**src/rtl/phs_pkg.sv**
```systemverilog
// Shared types for the phase edge search controller.
// Assumes: nothing beyond IEEE 1800-2017 enum support.
package phs_pkg;

    // Per-step sequencing of one phase adjustment.
    typedef enum logic [2:0] {
        ST_IDLE,
        ST_PLAN,
        ST_WRITE,
        ST_WAIT,
        ST_TOGGLE,
        ST_SAMPLE
    } seq_state_t;

    // Which pass of the edge validation is running.
    typedef enum logic [2:0] {
        SG_SEEK,
        SG_FWD,
        SG_BACK,
        SG_RETREAT,
        SG_RESEEK,
        SG_FINAL
    } stage_t;

endpackage

```
**src/rtl/phs_settle_timer.sv**
```systemverilog
// Settle interval timer: after arm, expired_o stays low until SETTLE_CYC
// further clocks have passed, then reads high until re-armed.
// Assumes: SETTLE_CYC >= 1.
module phs_settle_timer #(
    parameter int SETTLE_CYC = 2
) (
    input  logic clk,
    input  logic rst_n,
    input  logic arm,
    output logic expired_o
);
    localparam int TW = $clog2(SETTLE_CYC + 1);

    logic [TW-1:0] remain;

    // Load on arm, count down to zero otherwise.
    always_ff @(posedge clk) begin
        if (!rst_n)
            remain <= '0;
        else if (arm)
            remain <= TW'(SETTLE_CYC);
        else if (remain != '0)
            remain <= remain - 1'b1;
    end

    assign expired_o = (remain == '0);
endmodule

```
**src/rtl/phs_adj_counter.sv**
```systemverilog
// Adjustment step counter with a flag for the last step before the budget.
// Assumes: MAX_ADJ >= 1 and the owner stops incrementing once last_o was used.
module phs_adj_counter #(
    parameter int MAX_ADJ = 65535,
    parameter int CW      = $clog2(MAX_ADJ + 1)
) (
    input  logic          clk,
    input  logic          rst_n,
    input  logic          clr,
    input  logic          inc,
    output logic [CW-1:0] cnt_o,
    output logic          last_o
);
    // Clear on a new run, count one per adjustment step.
    always_ff @(posedge clk) begin
        if (!rst_n || clr)
            cnt_o <= '0;
        else if (inc)
            cnt_o <= cnt_o + 1'b1;
    end

    assign last_o = (cnt_o == CW'(MAX_ADJ - 1));
endmodule

```
**src/rtl/phase_edge_search.sv**
```systemverilog
// Phase edge search controller. Steps a phase setting, waits, flips the load
// strobe, samples a comparator, and validates a falling comparator edge with
// forward, backward and retreat passes before a final re-search.
// Assumes: cmp_in reflects the phase loaded by the most recent load_o flip
// one clock after that flip; start is a single-cycle pulse.
module phase_edge_search
    import phs_pkg::*;
#(
    parameter int PHASE_W       = 6,
    parameter int SETTLE_CYC    = 2,
    parameter int MAX_ADJ       = 65535,
    parameter int MAX_TRY       = 10,
    parameter int FWD_STEPS     = 5,
    parameter int BACK_STEPS    = 3,
    parameter int RETREAT_STEPS = 5
) (
    input  logic                         clk,
    input  logic                         rst_n,
    input  logic                         start,
    input  logic [PHASE_W-1:0]           init_phase,
    input  logic                         cmp_in,
    output logic [PHASE_W-1:0]           phase_o,
    output logic                         load_o,
    output logic                         done_o,
    output logic                         fail_o,
    output logic [$clog2(MAX_ADJ+1)-1:0] adj_cnt_o
);
    localparam int CW      = $clog2(MAX_ADJ + 1);
    localparam int MAXSTEP = (FWD_STEPS > BACK_STEPS) ?
                             ((FWD_STEPS > RETREAT_STEPS) ? FWD_STEPS : RETREAT_STEPS) :
                             ((BACK_STEPS > RETREAT_STEPS) ? BACK_STEPS : RETREAT_STEPS);
    localparam int SW      = $clog2(MAXSTEP + 1);
    localparam int TRW     = $clog2(MAX_TRY + 1);

    seq_state_t         st;
    stage_t             sg;
    logic [PHASE_W-1:0] cand;
    logic               cval;
    logic [SW-1:0]      step_cnt;
    logic [TRW-1:0]     tries;
    logic               settle_done;
    logic               adj_last;
    logic               retry_last;

    assign retry_last = (tries == TRW'(MAX_TRY - 1));

    phs_settle_timer #(.SETTLE_CYC(SETTLE_CYC)) u_timer (
        .clk       (clk),
        .rst_n     (rst_n),
        .arm       (st == ST_WRITE),
        .expired_o (settle_done)
    );

    phs_adj_counter #(.MAX_ADJ(MAX_ADJ), .CW(CW)) u_adj (
        .clk    (clk),
        .rst_n  (rst_n),
        .clr    (st == ST_IDLE && start),
        .inc    (st == ST_SAMPLE),
        .cnt_o  (adj_cnt_o),
        .last_o (adj_last)
    );

    // Sequencer: chooses the next step, runs write/settle/load/sample.
    always_ff @(posedge clk) begin
        if (!rst_n) begin
            st       <= ST_IDLE;
            sg       <= SG_SEEK;
            cand     <= '0;
            cval     <= 1'b0;
            step_cnt <= '0;
            tries    <= '0;
            phase_o  <= '0;
            load_o   <= 1'b0;
            done_o   <= 1'b0;
            fail_o   <= 1'b0;
        end else begin
            case (st)
                ST_IDLE: begin
                    if (start) begin
                        cand     <= init_phase;
                        cval     <= cmp_in;
                        sg       <= SG_SEEK;
                        step_cnt <= '0;
                        tries    <= '0;
                        done_o   <= 1'b0;
                        fail_o   <= 1'b0;
                        st       <= ST_PLAN;
                    end
                end
                ST_PLAN: begin
                    case (sg)
                        SG_FWD: begin
                            if (step_cnt < SW'(FWD_STEPS) && !cval) begin
                                cand     <= cand + 1'b1;
                                step_cnt <= step_cnt + 1'b1;
                                st       <= ST_WRITE;
                            end else if (step_cnt == SW'(FWD_STEPS)) begin
                                sg       <= SG_BACK;
                                step_cnt <= '0;
                            end else if (retry_last) begin
                                fail_o <= 1'b1;
                                st     <= ST_IDLE;
                            end else begin
                                tries    <= tries + 1'b1;
                                sg       <= SG_SEEK;
                                step_cnt <= '0;
                            end
                        end
                        SG_BACK: begin
                            if (step_cnt < SW'(BACK_STEPS) && !cval) begin
                                cand     <= cand - 1'b1;
                                step_cnt <= step_cnt + 1'b1;
                                st       <= ST_WRITE;
                            end else if (step_cnt == SW'(BACK_STEPS)) begin
                                sg       <= SG_RETREAT;
                                step_cnt <= '0;
                            end else if (retry_last) begin
                                fail_o <= 1'b1;
                                st     <= ST_IDLE;
                            end else begin
                                tries    <= tries + 1'b1;
                                sg       <= SG_SEEK;
                                step_cnt <= '0;
                            end
                        end
                        SG_RETREAT: begin
                            if (step_cnt < SW'(RETREAT_STEPS)) begin
                                cand     <= cand - 1'b1;
                                step_cnt <= step_cnt + 1'b1;
                                st       <= ST_WRITE;
                            end else if (cval) begin
                                sg <= SG_RESEEK;
                            end else if (retry_last) begin
                                fail_o <= 1'b1;
                                st     <= ST_IDLE;
                            end else begin
                                tries    <= tries + 1'b1;
                                sg       <= SG_SEEK;
                                step_cnt <= '0;
                            end
                        end
                        default: st <= ST_WRITE;
                    endcase
                end
                ST_WRITE: begin
                    phase_o <= cand;
                    st      <= ST_WAIT;
                end
                ST_WAIT: begin
                    if (settle_done)
                        st <= ST_TOGGLE;
                end
                ST_TOGGLE: begin
                    load_o <= ~load_o;
                    if (sg == SG_FINAL) begin
                        done_o <= 1'b1;
                        st     <= ST_IDLE;
                    end else begin
                        st <= ST_SAMPLE;
                    end
                end
                ST_SAMPLE: begin
                    cval <= cmp_in;
                    if (adj_last) begin
                        fail_o <= 1'b1;
                        st     <= ST_IDLE;
                    end else begin
                        st <= ST_PLAN;
                        if (sg == SG_SEEK || sg == SG_RESEEK) begin
                            cand <= cmp_in ? cand + 1'b1 : cand - 1'b1;
                            if (cval && !cmp_in) begin
                                sg       <= (sg == SG_SEEK) ? SG_FWD : SG_FINAL;
                                step_cnt <= '0;
                            end
                        end
                    end
                end
                default: st <= ST_IDLE;
            endcase
        end
    end
endmodule

```
**config.mk**
```make
export PLATFORM = sky130hd
export DESIGN_NAME = phase_edge_search
export DESIGN_NICKNAME = d
export VERILOG_FILES = /design/src/rtl/phs_pkg.sv /design/src/rtl/phs_settle_timer.sv /design/src/rtl/phs_adj_counter.sv /design/src/rtl/phase_edge_search.sv
export SDC_FILE = /design/constraint.sdc
export NUM_CORES = 1
export LEC_CHECK = 0
export CAP_MARGIN = 10
export CELL_PAD_IN_SITES_DETAIL_PLACEMENT = 1
export CELL_PAD_IN_SITES_GLOBAL_PLACEMENT = 1
export CORE_UTILIZATION = 44
export DETAILED_ROUTE_END_ITERATION = 6
export PLACE_DENSITY_LB_ADDON = 0.1
export SLEW_MARGIN = 20
export SYNTH_ARGS = -nofsm -noshare
export SYNTH_HDL_FRONTEND = slang
export SYNTH_SLANG_ARGS = --single-unit
```
**constraint.sdc**
```tcl
create_clock -name clk -period 3 [get_ports clk]
set_input_delay 0.45 -clock clk [delete_from_list [all_inputs] [get_ports clk]]
set_output_delay 0.45 -clock clk [all_outputs]
set_load 0.1 [all_outputs]
```
Word-level counts from Yosys, hierarchy flattened
Index checks and enable logic that the tools add are counted.
{"block": "word_totals", "reg_bits": 47, "latchBits": 0, "ramBits": 0, "romBits": 0, "word_cells": 159, "memories": 0}
{"block": "op_classes", "n_addsub": 6, "multipliers": 0, "div": 0, "order_cmp": 2, "n_eq_ne": 34, "n_shift": 0, "muxes": 75, "bitwise_logic": 2, "n_reduce_logical": 27}
{"operator": "3-bit two-way mux", "count": 32}
{"operator": "3-bit case mux with 3 select lines", "count": 5}
{"operator": "6-bit two-way mux", "count": 7}
{"operator": "6-bit case mux with 3 select lines", "count": 2}
{"operator": "4-bit two-way mux", "count": 8}
{"operator": "3-bit != test, second input constant", "count": 9}
{"operator": "3-bit case mux with 6 select lines", "count": 1}
{"operator": "9-bit AND reduction", "count": 2}
{"operator": "16-bit by 1-bit adder with 16-bit output, second input constant", "count": 1}
{"operator": "16-bit equality test, second input constant", "count": 1}
{"operator": "3-bit by 2-bit equality test with 1-bit output, second input constant", "count": 5}
{"operator": "3-bit equality test, second input constant", "count": 5}
{"operator": "2-bit != test, second input constant", "count": 7}
{"operator": "1-bit two-way mux", "count": 12}
{"operator": "4-bit != test, second input constant", "count": 3}
{"operator": "4-bit case mux with 3 select lines", "count": 1}
{"operator": "10-bit AND reduction", "count": 1}
{"operator": "2-bit nonzero test", "count": 5}
{"operator": "4-bit case mux with 2 select lines", "count": 1}
{"operator": "8-bit AND reduction", "count": 1}
{"operator": "7-bit AND reduction", "count": 1}
{"operator": "6-bit by 1-bit adder with 6-bit output, second input constant", "count": 1}
{"operator": "3-bit by 1-bit equality test with 1-bit output, second input constant", "count": 2}
{"operator": "3-bit logical NOT", "count": 2}
{"operator": "21 further kinds", "count": 31}

Logic depth before layout (Yosys ltp)
{"block": "logic_depth", "ltp_word": 6, "ltp_mapped": 9, "mapped_depth_nobuf": 8}

By module
A second synthesis with hierarchy kept.
{"block": "unflattened", "cells_unflattened": 345, "area_unflattened_um2": 2887.8}
{"module": "phase_edge_search", "instances": 1, "cells_each": 255, "area_each_um2": 2093.3, "seq_area_each_um2": 580.6}
{"module": "phs_adj_counter", "instances": 1, "cells_each": 84, "area_each_um2": 726.9, "seq_area_each_um2": 320.3}
{"module": "phs_settle_timer", "instances": 1, "cells_each": 6, "area_each_um2": 67.6, "seq_area_each_um2": 40.0}

Least setup slack after synthesis
Ideal clock, no wire load.
{"block": "synth_timing", "path_kind": "flip-flop to flip-flop", "start": "register u_adj.cnt_o[1]", "end": "register cand[3]", "setup_time_ps": 119, "arrival_time_ps": 2405, "required_time_ps": 2881, "path_slack_ps": 476, "path_stages_with_launch": 9, "cell_sequence": "dfxtp_1 > ha_1 > nand4_1 > nor4_1 > nand2_1 > nand3_1 > buf_2 > a21oi_1 > o2bb2ai_1"}
{"block": "synth_between", "elab_chain_cells": 3}
{"element": "start, declared", "line": "phs_adj_counter.sv:11", "rtl": "output logic [CW-1:0] cnt_o,"}
{"element": "start signal, assigned", "line": "phs_adj_counter.sv:19", "rtl": "cnt_o <= cnt_o + 1'b1;"}
{"element": "16-bit equality test", "line": "phs_adj_counter.sv:22", "rtl": "assign last_o = (cnt_o == CW'(MAX_ADJ - 1));"}
{"element": "2-bit != test (no line)"}
{"element": "8-bit AND reduction (no line)"}
{"element": "end signal, assigned", "line": "phase_edge_search.sv:80", "rtl": "cand <= init_phase;"}
{"element": "end signal, assigned", "line": "phase_edge_search.sv:94", "rtl": "cand <= cand + 1'b1;"}
{"element": "end signal, assigned", "line": "phase_edge_search.sv:111", "rtl": "cand <= cand - 1'b1;"}
{"element": "end, declared", "line": "phase_edge_search.sv:37", "rtl": "logic [PHASE_W-1:0] cand;"}
Every way passes these cells.
A chain may end at the register's enable or synchronous reset.

Final worst setup path
{"block": "layout_timing", "start": "register st[2]", "end": "register cand[1]"}
{"block": "layout_between", "elab_chain_cells": 3, "elab_cells_between_ends": 13}
{"element": "start, declared", "line": "phase_edge_search.sv:35", "rtl": "seq_state_t st;"}
{"element": "start signal, assigned", "line": "phase_edge_search.sv:66", "rtl": "st <= ST_IDLE;"}
{"element": "start signal, assigned", "line": "phase_edge_search.sv:87", "rtl": "st <= ST_PLAN;"}
{"element": "start signal, assigned", "line": "phase_edge_search.sv:96", "rtl": "st <= ST_WRITE;"}
{"element": "3-bit by 1-bit equality test with 1-bit output (tied with other cells)", "line": "phase_edge_search.sv:77", "rtl": "case (st)"}
{"element": "4-bit by 2-bit != test with 1-bit output (no line) (tied with other cells)"}
{"element": "8-bit AND reduction (no line)"}
Several ways; a longest one is shown, not always the timed one.

==> impl_metrics.yaml <==
outcome:
  status: "finished, final reports clean"
clock_tree:
  insertion_delay_ns: 0.30
  cts_tree: "built"
  cts.reportedPaths.clkPinSlew_ns: 0.09
  cts_setup_buffers: 0
  cts_resized: 0
  cts_htree_levels: 2
  numCtsBuffers: 5
  hold_buffers: 0
  cts.sinks: 47
  clockRootBuffer: "clkbuf_8"
  ctsLongestPathBuffers: 2
worst_setup_path:
  start_kind: "flop"
  reg2reg_from: "st[2]"
  end_kind: "flop"
  cp-startpoint: "st[2]"
  worstSetupPathType: "reg -> reg"
  crit_path_max_fanout: 17
  crit_required_ns: 3.17
  crit_arrival_ns: 2.53
routing:
  drtIter0Drc: 90
  via_per_inst: 5.80
  num_vias: 2713
  firstDrtPassIters: 4
  antenna_left: 0
  wl_per_cell_um: 17.0
  drt_wl_total_um: 7950
  drc: 0
sta:
  fmax_ghz: 0.424
  hold_viol: 0
  relSlewSlack_pct: 59.4
  fin_setup_tns_ns: 0
  finalCriticalPeriod_ns: 2.36
  rsz0062_at_grt: "false"
  tightest_slew_ns: 0.609
  fin_skew_ns: 0.00954
  report.final.setup_viol: 0
  fin_crit_sh_pct: 78.7
  finalMaxSlewViolations: 0
synthesis:
  ys_types: 60
  synth_most_common_cell: "dfxtp_1"
  synth_area_um2: 2860
  synthesis.nets: 382
  synth.avg_cell_area_um2: 7.88
  yosys_warnings: 0
  synthMuxAreaShare_pct: 3.63
  synth-seq-cells: 47
  ys_top_cells_by_count: "dfxtp_1, nor2_1, nand2_1, a21oi_1, o21ai_0"
  synth_edf_count: 0
  yosysTopAreaCellShare_pct: 32.9
  netlist_instances: 363
  postSynth.asyncResetShare_pct: 0
  synth_top_family_by_area: "simple AND/OR/NAND/NOR gates"
  ys_seq_area_share_pct: 32.9
  synth_ff_type: "dfxtp_1"
  synth_compound_area_share_pct: 22.7
  synth_simple_gate_area_share_pct: 25.7
  synthTopCellsByArea: "dfxtp_1, nor2_1, a21oi_1"
  synth_xor_area_share_pct: 5.82
  yosysTopAreaCell: "dfxtp_1"
  synth_adder_area_share_pct: 3.94
worst_hold_path:
  hold_class: "reg -> reg"
  min_from: "done_o"
job:
  maxCapViolations: 0
place:
  placed_cells: 460
  gp_congestion: 0.824
  hpwlAfterDp_um: 5810
  place.port_buffers: 34
global_routing:
  grt_pass1_wl_um: 12700
  antenna_found_initial: 0
  grt_max_degree: 23
  grt.total_usage_pct: 24.2
  overflow: 0
  first_global_vias: 2542
final_layout:
  synthToLayoutAreaGrowth_pct: 16.4
  final_cells: 468
  fillers: 797
  finalNetCount: 409
  n_antenna_cell: 0
  drive_gt1_share_pct: 13.8
pwr:
  irDropWorstVdd_mv: 0.327
  leakagePower_nw: 1.19
  pwr_density_cell_nw_per_um2: 459
floorplan:
  die_x_um: 82.6
  ios: 35
  die_h_um: 82.6
  row_count: 29
  floorplan.initialDensity_pct: 45.3
  die_area_um2: 6830
  coreArea_um2: 6310
[metal layers]
metal,global-route usage [%],routed length (um),up-vias
li1,-,-,1350
met1,34.2,4000,1315
met2,39.5,3720,44
met3,3.41,194,4
met4,3.62,36,0
met5,0,0,-
[power breakdown]
group / internal (mW) / switching, mW
clock network: 0.274 / 0.224
registers: 0.649 / 0.0512
logic: 0.130 / 0.199
[cells in the final DEF, fill, tap and decap left out, drive strengths merged, types with 9 or more instances in the layout]
cell and n:
mux2i 10, ha 9, a21oi 25, inv 17
nand3 14, dfxtp 47, nor3 11, nand2 28
xnor2 12, nor2 43, o21ai 23, clkdlybuf4s50 9
buf 33
[through the flow]
stage	instance area (um2)	power [mW]	hold slack [ns]	worst slack [ns]	utilization (%)
CTS	3330	1.54	0.484	0.642	52.7
floorplan	2860	0.940	0.441	0.476	-
global placement	3210	1.03	0.455	0.738	50.8
finish	3330	1.53	0.481	0.639	52.7
detailed placement	3210	1.04	0.472	0.633	50.8
global route	3330	1.60	0.520	0.400	52.7
[registers in the layout, summed over array words and instances (netlist names)]
register	flops
u_adj.cnt_o	16
cand	6
phase_o	6
tries	4
sg	3
st	3
step_cnt	3
u_timer.remain	2
cval	1
done_o	1
fail_o	1
load_o	1
[kinds of logic (layout without fill, tap and decap cells)]
logic type | count (synthesis) | after routing
AO/OA/AOI/OAI | 98 | 98
adder cells (fa/ha/maj) | 9 | 9
AND/OR/NAND/NOR | 142 | 142
multiplexers | 10 | 10
flip-flops | 47 | 47
XOR/XNOR | 19 | 19
buffers and inverters | 38 | 66
[worst paths after layout]
| kind | endpoint | slack (ns) | depth (start not counted) |
|---|---|---|---|
| worst min register to register | done_o | 0.48 | 2 |
| worst max register to register | cand[1] | 0.64 | 6 |
| worst max-delay path | cand[1] | 0.64 | 6 |
| worst min-delay path | done_o | 0.48 | 2 |
[worst max-delay path, cell delays in order (launching register included)]
cell      delay [ns]
dfxtp_1         0.72
inv_1           0.31
o311a_4         0.21
nor3_1          0.18
nand3_1         0.37
a211oi_1        0.36
a211oi_1        0.08
[layout make-up]
| cell class | instances | area (um2) | share of cell area, % |
|---|---|---|---|
| sequential | 47 | 941 | 28.3 |
| timing repair buffer | 42 | 338 | 10.1 |
| tap | 77 | 96.3 | 2.89 |
| inverter | 16 | 60.1 | 1.80 |
| clock buffer | 6 | 82.6 | 2.48 |
| clock inverter | 2 | 38.8 | 1.16 |
| multi-input combinational | 278 | 1770 | 53.3 |
(Power assumes the default switching activity.)
